[config.mk]
export PLATFORM = sky130hd
export DESIGN_NAME = pcm_slot_router
export DESIGN_NICKNAME = d
export VERILOG_FILES = /design/src/rtl/pcmrt_pkg.sv /design/src/rtl/pcmrt_timing.sv /design/src/rtl/pcmrt_table.sv /design/src/rtl/pcmrt_prbs.sv /design/src/rtl/pcm_slot_router.sv
export SDC_FILE = /design/constraint.sdc
export NUM_CORES = 1
export LEC_CHECK = 0
export ABC_AREA = 1
export BUFFER_PORTS_ARGS = -buffer_cell sky130_fd_sc_hd__buf_4
export CAP_MARGIN = 40
export CORE_ASPECT_RATIO = 0.75
export CORE_MARGIN = 3
export CORE_UTILIZATION = 60
export DETAILED_ROUTE_END_ITERATION = 12
export GPL_TIMING_DRIVEN = 0
export PLACE_DENSITY = 0.79
export SLEW_MARGIN = 20
export SYNTH_ARGS = -nofsm -noshare
export SYNTH_HDL_FRONTEND = slang
export SYNTH_SLANG_ARGS = --single-unit
[constraint.sdc]
create_clock -name clk -period 6.6 [get_ports clk]
set_clock_uncertainty 0.05 [all_clocks]
set_input_delay 0.66 -clock clk [delete_from_list [all_inputs] [get_ports clk]]
set_output_delay 0.66 -clock clk [all_outputs]
set_load 0.1 [all_outputs]
[src/rtl/pcmrt_pkg.sv]
package pcmrt_pkg;
  localparam int NCH    = 3;
  localparam int BYTE_W = 8;
  localparam int ENT_W  = 5;

  typedef enum logic [1:0] {
    SRC_PCM  = 2'b00,
    SRC_INS  = 2'b01,
    SRC_PRBS = 2'b10,
    SRC_PREV = 2'b11
  } src_e;
endpackage

[src/rtl/pcmrt_timing.sv]
module pcmrt_timing #(
  parameter int NSLOTS = 32,
  parameter int SW = 5
) (
  input  logic          clk,
  input  logic          rst,
  input  logic          fsync,
  output logic [2:0]    bit_pos,
  output logic [SW-1:0] slot_pos,
  output logic [SW-1:0] slot_next,
  output logic          last_bit
);
  logic [2:0]    bit_q;
  logic [SW-1:0] slot_q;

  function automatic logic [SW-1:0] step(input logic [SW-1:0] s);
    return (s == SW'(NSLOTS - 1)) ? '0 : s + 1'b1;
  endfunction

  // fsync overrides the stored position in the cycle it is seen
  assign bit_pos   = fsync ? 3'd0 : bit_q;
  assign slot_pos  = fsync ? '0   : slot_q;
  assign last_bit  = (bit_pos == 3'd7);
  assign slot_next = step(slot_pos);

  always_ff @(posedge clk) begin
    if (rst) begin
      bit_q  <= '0;
      slot_q <= '0;
    end else begin
      bit_q <= bit_pos + 3'd1;
      if (last_bit) slot_q <= slot_next;
      else          slot_q <= slot_pos;
    end
  end
endmodule

[src/rtl/pcmrt_table.sv]
module pcmrt_table #(
  parameter int DEPTH = 32,
  parameter int AW = 5,
  parameter int W = 5
) (
  input  logic          clk,
  input  logic          we,
  input  logic [AW-1:0] waddr,
  input  logic [W-1:0]  wdata,
  input  logic [AW-1:0] raddr_a,
  output logic [W-1:0]  rdata_a,
  input  logic [AW-1:0] raddr_b,
  output logic [1:0]    src_b
);
  logic [W-1:0] mem [DEPTH];

  always_ff @(posedge clk) begin
    if (we && (int'(waddr) < DEPTH)) mem[waddr] <= wdata;
  end

  assign rdata_a = mem[raddr_a];
  assign src_b   = mem[raddr_b][W-1 -: 2];
endmodule

[src/rtl/pcmrt_prbs.sv]
module pcmrt_prbs (
  input  logic clk,
  input  logic rst,
  input  logic adv,
  output logic bit_out
);
  logic [14:0] lfsr;

  assign bit_out = lfsr[14] ^ lfsr[13];

  always_ff @(posedge clk) begin
    if (rst)      lfsr <= '1;
    else if (adv) lfsr <= {lfsr[13:0], bit_out};
  end
endmodule

[src/rtl/pcm_slot_router.sv]
module pcm_slot_router
  import pcmrt_pkg::*;
#(
  parameter int NSLOTS = 32,
  localparam int SW = (NSLOTS > 1) ? $clog2(NSLOTS) : 1
) (
  input  logic                  clk,
  input  logic                  rst,
  input  logic                  fsync,
  input  logic                  pcm_bit,
  input  logic                  ins_bit,
  input  logic                  cfg_we,
  input  logic [SW-1:0]         cfg_addr,
  input  logic [ENT_W-1:0]      cfg_data,
  output logic                  ins_strobe,
  output logic [NCH-1:0]        ch_we,
  output logic [NCH*BYTE_W-1:0] ch_data
);
  logic [2:0]        bit_pos;
  logic [SW-1:0]     slot_pos, slot_next;
  logic              last_bit;
  logic [ENT_W-1:0]  cur_ent;
  logic [1:0]        ahead_src;
  src_e              cur_src;
  logic [NCH-1:0]    cur_mask;
  logic              prbs_bit;

  logic [BYTE_W-2:0] pcm_sr, ins_sr, prbs_sr;
  logic [BYTE_W-1:0] ins_hold, prev_byte, sel_byte;

  pcmrt_timing #(.NSLOTS(NSLOTS), .SW(SW)) u_timing (
    .clk(clk), .rst(rst), .fsync(fsync),
    .bit_pos(bit_pos), .slot_pos(slot_pos),
    .slot_next(slot_next), .last_bit(last_bit)
  );

  pcmrt_table #(.DEPTH(NSLOTS), .AW(SW), .W(ENT_W)) u_table (
    .clk(clk), .we(cfg_we), .waddr(cfg_addr), .wdata(cfg_data),
    .raddr_a(slot_pos), .rdata_a(cur_ent),
    .raddr_b(slot_next), .src_b(ahead_src)
  );

  assign cur_src  = src_e'(cur_ent[ENT_W-1 -: 2]);
  assign cur_mask = cur_ent[NCH-1:0];

  pcmrt_prbs u_prbs (
    .clk(clk), .rst(rst),
    .adv(cur_src == SRC_PRBS),
    .bit_out(prbs_bit)
  );

  // sampling for slot k+1's insert entry happens during slot k
  assign ins_strobe = (src_e'(ahead_src) == SRC_INS);

  always_comb begin
    unique case (cur_src)
      SRC_PCM:  sel_byte = {pcm_sr, pcm_bit};
      SRC_INS:  sel_byte = ins_hold;
      SRC_PRBS: sel_byte = {prbs_sr, prbs_bit};
      default:  sel_byte = prev_byte;
    endcase
  end

  always_ff @(posedge clk) begin
    if (rst) begin
      pcm_sr    <= '0;
      ins_sr    <= '0;
      prbs_sr   <= '0;
      ins_hold  <= '0;
      prev_byte <= '0;
      ch_we     <= '0;
    end else begin
      pcm_sr  <= {pcm_sr[BYTE_W-3:0], pcm_bit};
      ins_sr  <= {ins_sr[BYTE_W-3:0], ins_bit};
      prbs_sr <= {prbs_sr[BYTE_W-3:0], prbs_bit};
      ch_we   <= last_bit ? cur_mask : '0;
      if (last_bit) begin
        ins_hold  <= {ins_sr, ins_bit};
        prev_byte <= sel_byte;
      end
    end
  end

  for (genvar i = 0; i < NCH; i++) begin : g_ch
    always_ff @(posedge clk) begin
      if (rst)
        ch_data[i*BYTE_W +: BYTE_W] <= '0;
      else if (last_bit && cur_mask[i])
        ch_data[i*BYTE_W +: BYTE_W] <= sel_byte;
    end
  end
endmodule

; Word level (Yosys, flattened, before mapping)
; Memories as Yosys holds them, arrays and structs flattened.
; Index checks and enable logic that the tools add are counted.
[classes]
addsub = 2
n_eq_ne = 5
muxes = 7
bitwise = 2
n_reduce_logical = 5
[ops]
columns = op, n
row1 = one-hot mux 8 bit (3 select lines), 1
row2 = two-way mux 5 bit, 3
row3 = "adder 5 x 1 -> 5 bit, second input constant", 1
row4 = "== test 5 bit, second input constant", 1
row5 = "== test 2 x 1 -> 1 bit, second input constant", 2
row6 = "adder 3 x 1 -> 3 bit, second input constant", 1
row7 = "== test 3 bit, second input constant", 1
row8 = logical AND 1 bit, 3
row9 = two-way mux 3 bit, 1
row10 = "== test 2 bit, second input constant", 1
row11 = zero test 2 bit, 1
row12 = two-way mux 1 bit, 2
row13 = OR reduction 2 bit, 1
row14 = NOT 1 bit, 1
row15 = bitwise XOR 1 bit, 1
[totals]
regBits = 87
ramBits = 160
word_cells = 34
memories = 1
[mem_list]
columns = name, words, word_bits, read_ports, rd_clocked_by_memory_dff, wr, line_no
row1 = u_table.mem, 32, 5, 2, 0, 1, pcmrt_table.sv:15  ; logic [W-1:0] mem [DEPTH];

; Longest topological paths before layout
; An unclocked memory read counts as a cell.
[depth]
depth_word = 5
depth_mapped = 17

; By module
; A second synthesis with hierarchy kept.
[hier_totals]
cells_unflattened = 1145
area_unflattened_um2 = 10807.9
[by_module_without_submodules]
columns = mod, instances, cells_each, area_per_inst_um2, seq_area_each_um2
row1 = pcmrt_table, 1, 744, 7374.6, 4804.6
row2 = pcm_slot_router, 1, 269, 2321.0, 1281.2
row3 = pcmrt_prbs, 1, 69, 643.1, 300.3
row4 = pcmrt_timing, 1, 63, 469.2, 160.2

; Worst setup path after synthesis
; Ideal clock, no wire load.
[synth_path]
path_type = input-to-output
startpoint = input fsync
endpoint = output ins_strobe
t_arrival_ns = 3.104
t_required_ns = 5.890
path_slack_ns = 2.786
stages = 16
path_buffers = 3
cell_sequence = buf_6 nor2_4 buf_2 buf_2 ha_1 inv_1 nor3_1 ha_1 nor3_1 inv_1 o311ai_0 o21ai_0 nand2_1 nand2_1 nand2_1 nand2_1
[synth_via]
elab_chain_len = 5
elab_cells_between_ends = 6
cone_classes = add/sub (1) / eq/ne (2) / mux (2) / memory (1)
[synth_lines]
columns = element, line_no
row1 = "start, declared", pcm_slot_router.sv:9  ; input logic fsync,
row2 = two-way mux 5 bit (*), pcmrt_timing.sv:22  ; assign slot_pos = fsync ? '0 : slot_q;
row3 = adder 5 x 1 -> 5 bit / == test 5 bit (equally long branches), pcmrt_timing.sv:17  ; return (s == SW'(NSLOTS - 1)) ? '0 : s + 1'b1;
row4 = two-way mux 5 bit (*), pcmrt_timing.sv:17
row5 = memory read (32 x 5 bit) (*), --
row6 = == test 2 x 1 -> 1 bit (*), pcm_slot_router.sv:53  ; assign ins_strobe = (src_e'(ahead_src) == SRC_INS);
row7 = "end, declared", pcm_slot_router.sv:15  ; output logic ins_strobe,
; Every way passes the cells marked *; elsewhere a longest branch is shown, timed or not.

; Worst setup path in the final report
[layout_path]
startpoint = register u_timing.slot_q[0]
endpoint = output ins_strobe
[layout_via]
elab_chain_len = 5
elab_cells_between_ends = 6
cone_classes = add/sub (1) / eq/ne (2) / mux (2) / memory (1)
[layout_lines]
columns = element, line_no
row1 = "start, declared", pcmrt_timing.sv:14  ; logic [SW-1:0] slot_q;
row2 = "start signal, assigned", pcmrt_timing.sv:32  ; if (last_bit) slot_q <= slot_next;
row3 = "start signal, assigned", pcmrt_timing.sv:33  ; else slot_q <= slot_pos;
row4 = two-way mux 5 bit (*), pcmrt_timing.sv:22
row5 = adder 5 x 1 -> 5 bit / == test 5 bit (equally long branches), pcmrt_timing.sv:17
row6 = two-way mux 5 bit (*), pcmrt_timing.sv:17
row7 = memory read (32 x 5 bit) (*), --
row8 = == test 2 x 1 -> 1 bit (*), pcm_slot_router.sv:53
; Marks and branches as above.

==> metrics.yaml <==
status: "completed"
overflow: 0
max_slew_margin_pct: 50.58
report.final.slew_viol_count: 0
fp.dieH_um: 120.6
rows: 41
period_share_pct: 71.53
postRouteWirelength_um: 27480
cts_tree: "done"
fin_ws_ns: 1.879
yosysUniqueCellTypes: 37
dp_worst_setup_slack_ns: 2.167
drt-initial-drc-count: 1091
peakVddDrop_uv: 226.2
drive_gt1_share_pct: 13.45
synth_warnings: 0
hpwl_um: 18720
first_global_vias: 7660
wl_per_cell_um: 19.59
p_per_area_mw_per_mm2: 265.4
ant_nets: 0
drv_cap: 0
leakagePower_nw: 4.715
numCtsBuffers: 24
cp-end-kind: "primary output"
area_growth_pct: 13.65
min_period_ns: 4.721
synth_fp_nets: 1102
synth_seq_cells: 247
worstPathArrival_ns: 4.01
port_buffers: 41
cts.path.max_buffers: 3
clkLatencyLatePin_ns: 0.52
worst_pin_slew_ns: 0.7413
holdPathStages: 3
cts.sinks: 247
place_congestion: 0.9533
setup_tns_ns: 0
r2r_cells: 10
viasPerCell: 5.845
drc: 0
core_sq_mm: 0.01698
clk_pin_slew_ns: 0.07
diodes: 0
avgSynthCellArea_sq_um: 9.711
nets: 1169
hold_viol: 0
initial_core_util_pct: 61.88
hold_path.class: "input port to register"
synth_top_area_share_pct: 45.73
die_area_sq_mm: 0.01915
synth_common_cells: "nand2_1 (216), nand3_1 (192), edfxtp_1 (160)"
hold_buffers: 0
required_ns: 5.89
synth_edf_count: 160
synth_area_leaders: "edfxtp_1 (46%), dfxtp_1 (17%), nand3_1 (9.1%), nand2_1 (7.7%), nor2_1 (4.5%)"
post_cts_buffers: 0
worst-path-max-fanout: 10
instances_no_fill: 1403
ctsRootBufferMaster: "clkbuf_16"
grt_max_degree: 33
synth_top_area_cell: "edfxtp_1"
placed_cells: 1359
netlist_instances: 1082
async_flop_share_pct: 0
max_freq_ghz: 0.2118
chipWidth_um: 158.8
syn_area_sq_mm: 0.01051
report.power.total_mw: 3.169
firstDrtPassIters: 6
ctsHtreeMaxLevel: 1
setup_violations: 0
grt_setup_unrepaired: "no"
synth_seq_area_share_pct: 62.30
synth_flop_cell: "edfxtp_1"
critPathLaunchType: "register"
grt_antenna_before_repair: 0
yosysMostFrequentCell: "nand2_1"
track_usage_pct: 28.51
grt_pass1_wl_um: 42590
pin_count: 44
cts-resized-gates: 0
vias: 8201
critical_path_class: "register to primary output"
[cell usage in the layout (no fill, tap or decap), types with 13 or more instances in the layout]
cell type	Yosys	final
buf_4	8	49
nor3_1	20	20
buf_2	22	22
nand3_2	13	13
inv_1	79	82
dfxtp_1	87	87
nand2_1	216	216
clkbuf_16	0	25
nand3_1	192	192
a21oi_1	27	27
nor2_1	127	127
clkbuf_1	17	18
o21ai_0	48	48
edfxtp_1	160	160
[metal layers]
metal / part of all wire [%] / track usage [%] / up-vias
met5: 0 / 0 / -
met4: 3.3 / 10.22 / 0
met3: 12 / 5.993 / 72
met2: 42 / 40.90 / 475
met1: 43 / 43.19 / 3838
li1: - / - / 3816
[flip-flops by register name, summed over array words and instances, names as in the netlist]
| signal | flops |
|---|---|
| u_table.mem | 160 |
| ch_data | 24 |
| u_prbs.lfsr | 15 |
| ins_hold | 8 |
| prev_byte | 8 |
| ins_sr | 7 |
| pcm_sr | 7 |
| prbs_sr | 7 |
| u_timing.slot_q | 5 |
| ch_we | 3 |
| u_timing.bit_q | 3 |
[final timing paths]
check | end | slack (ns) | from
setup / recovery | ins_strobe | 1.88 | u_timing.slot_q[0]$_SDFF_PP0_
hold / removal | ins_sr[0]$_SDFF_PP0_ | 0.32 | ins_bit
setup reg to reg | u_timing.slot_q[2]$_SDFF_PP0_ | 3.78 | u_timing.slot_q[0]$_SDFF_PP0_
hold reg to reg | prbs_sr[3]$_SDFF_PP0_ | 0.37 | prbs_sr[2]$_SDFF_PP0_
[per-stage QoR]
| stage | hold slack [ns] | util (%) | area (sq um) |
|---|---|---|---|
| floorplan | 0.3532 | - | 10510 |
| global placement | 0.3563 | 65.43 | 11110 |
| detailed placement | 0.3621 | 65.43 | 11110 |
| CTS | 0.3136 | 70.33 | 11940 |
| global route | 0.3229 | 70.33 | 11940 |
| finish | 0.3246 | 70.33 | 11940 |
[cells by family (layout without fill, tap and decap cells)]
kind of cell,after synthesis,count (layout),synth area share (%)
flops,247,247,62.30
buf+inv,144,229,6.502
simple gates,593,593,25.73
compound gates,93,93,4.906
xor+xnor,1,1,0.08337
fa+ha+maj,4,4,0.4763
[critical path, stage by stage, from the launching register on]
cell and delay, ns:
dfxtp_1 0.31, buf_4 0.16, inv_2 0.08, nor2_4 0.23
buf_2 0.33, buf_2 0.34, ha_1 0.22, inv_1 0.06
nor3_1 0.19, ha_1 0.20, nor3_1 0.11, inv_1 0.26
o311ai_0 0.22, o21ai_0 0.16, nand2_1 0.08, nand2_1 0.07
nand2_1 0.04, nand2_1 0.10, buf_4 0.30
[cell type report]
cell class                      instances  area (sq um)
Buffer                                 58         357.8
Inverter                               86         325.3
Clock inverter                         16         173.9
Fill cell                            1273          5039
Sequential cell                       247          6546
Multi-Input combinational cell        691          3278
Tap cell                              236         295.3
Clock buffer                           28         656.9
Timing Repair Buffer                   41         307.8
[power breakdown]
part           leakage, nW  switching [mW]  internal (mW)  total [mW]
logic                 2.16          0.0583         0.0191      0.0774
clock network        0.408           0.588          0.835        1.42
registers             2.15         0.00653           1.66        1.67
Power figures use the tool's default switching activity.
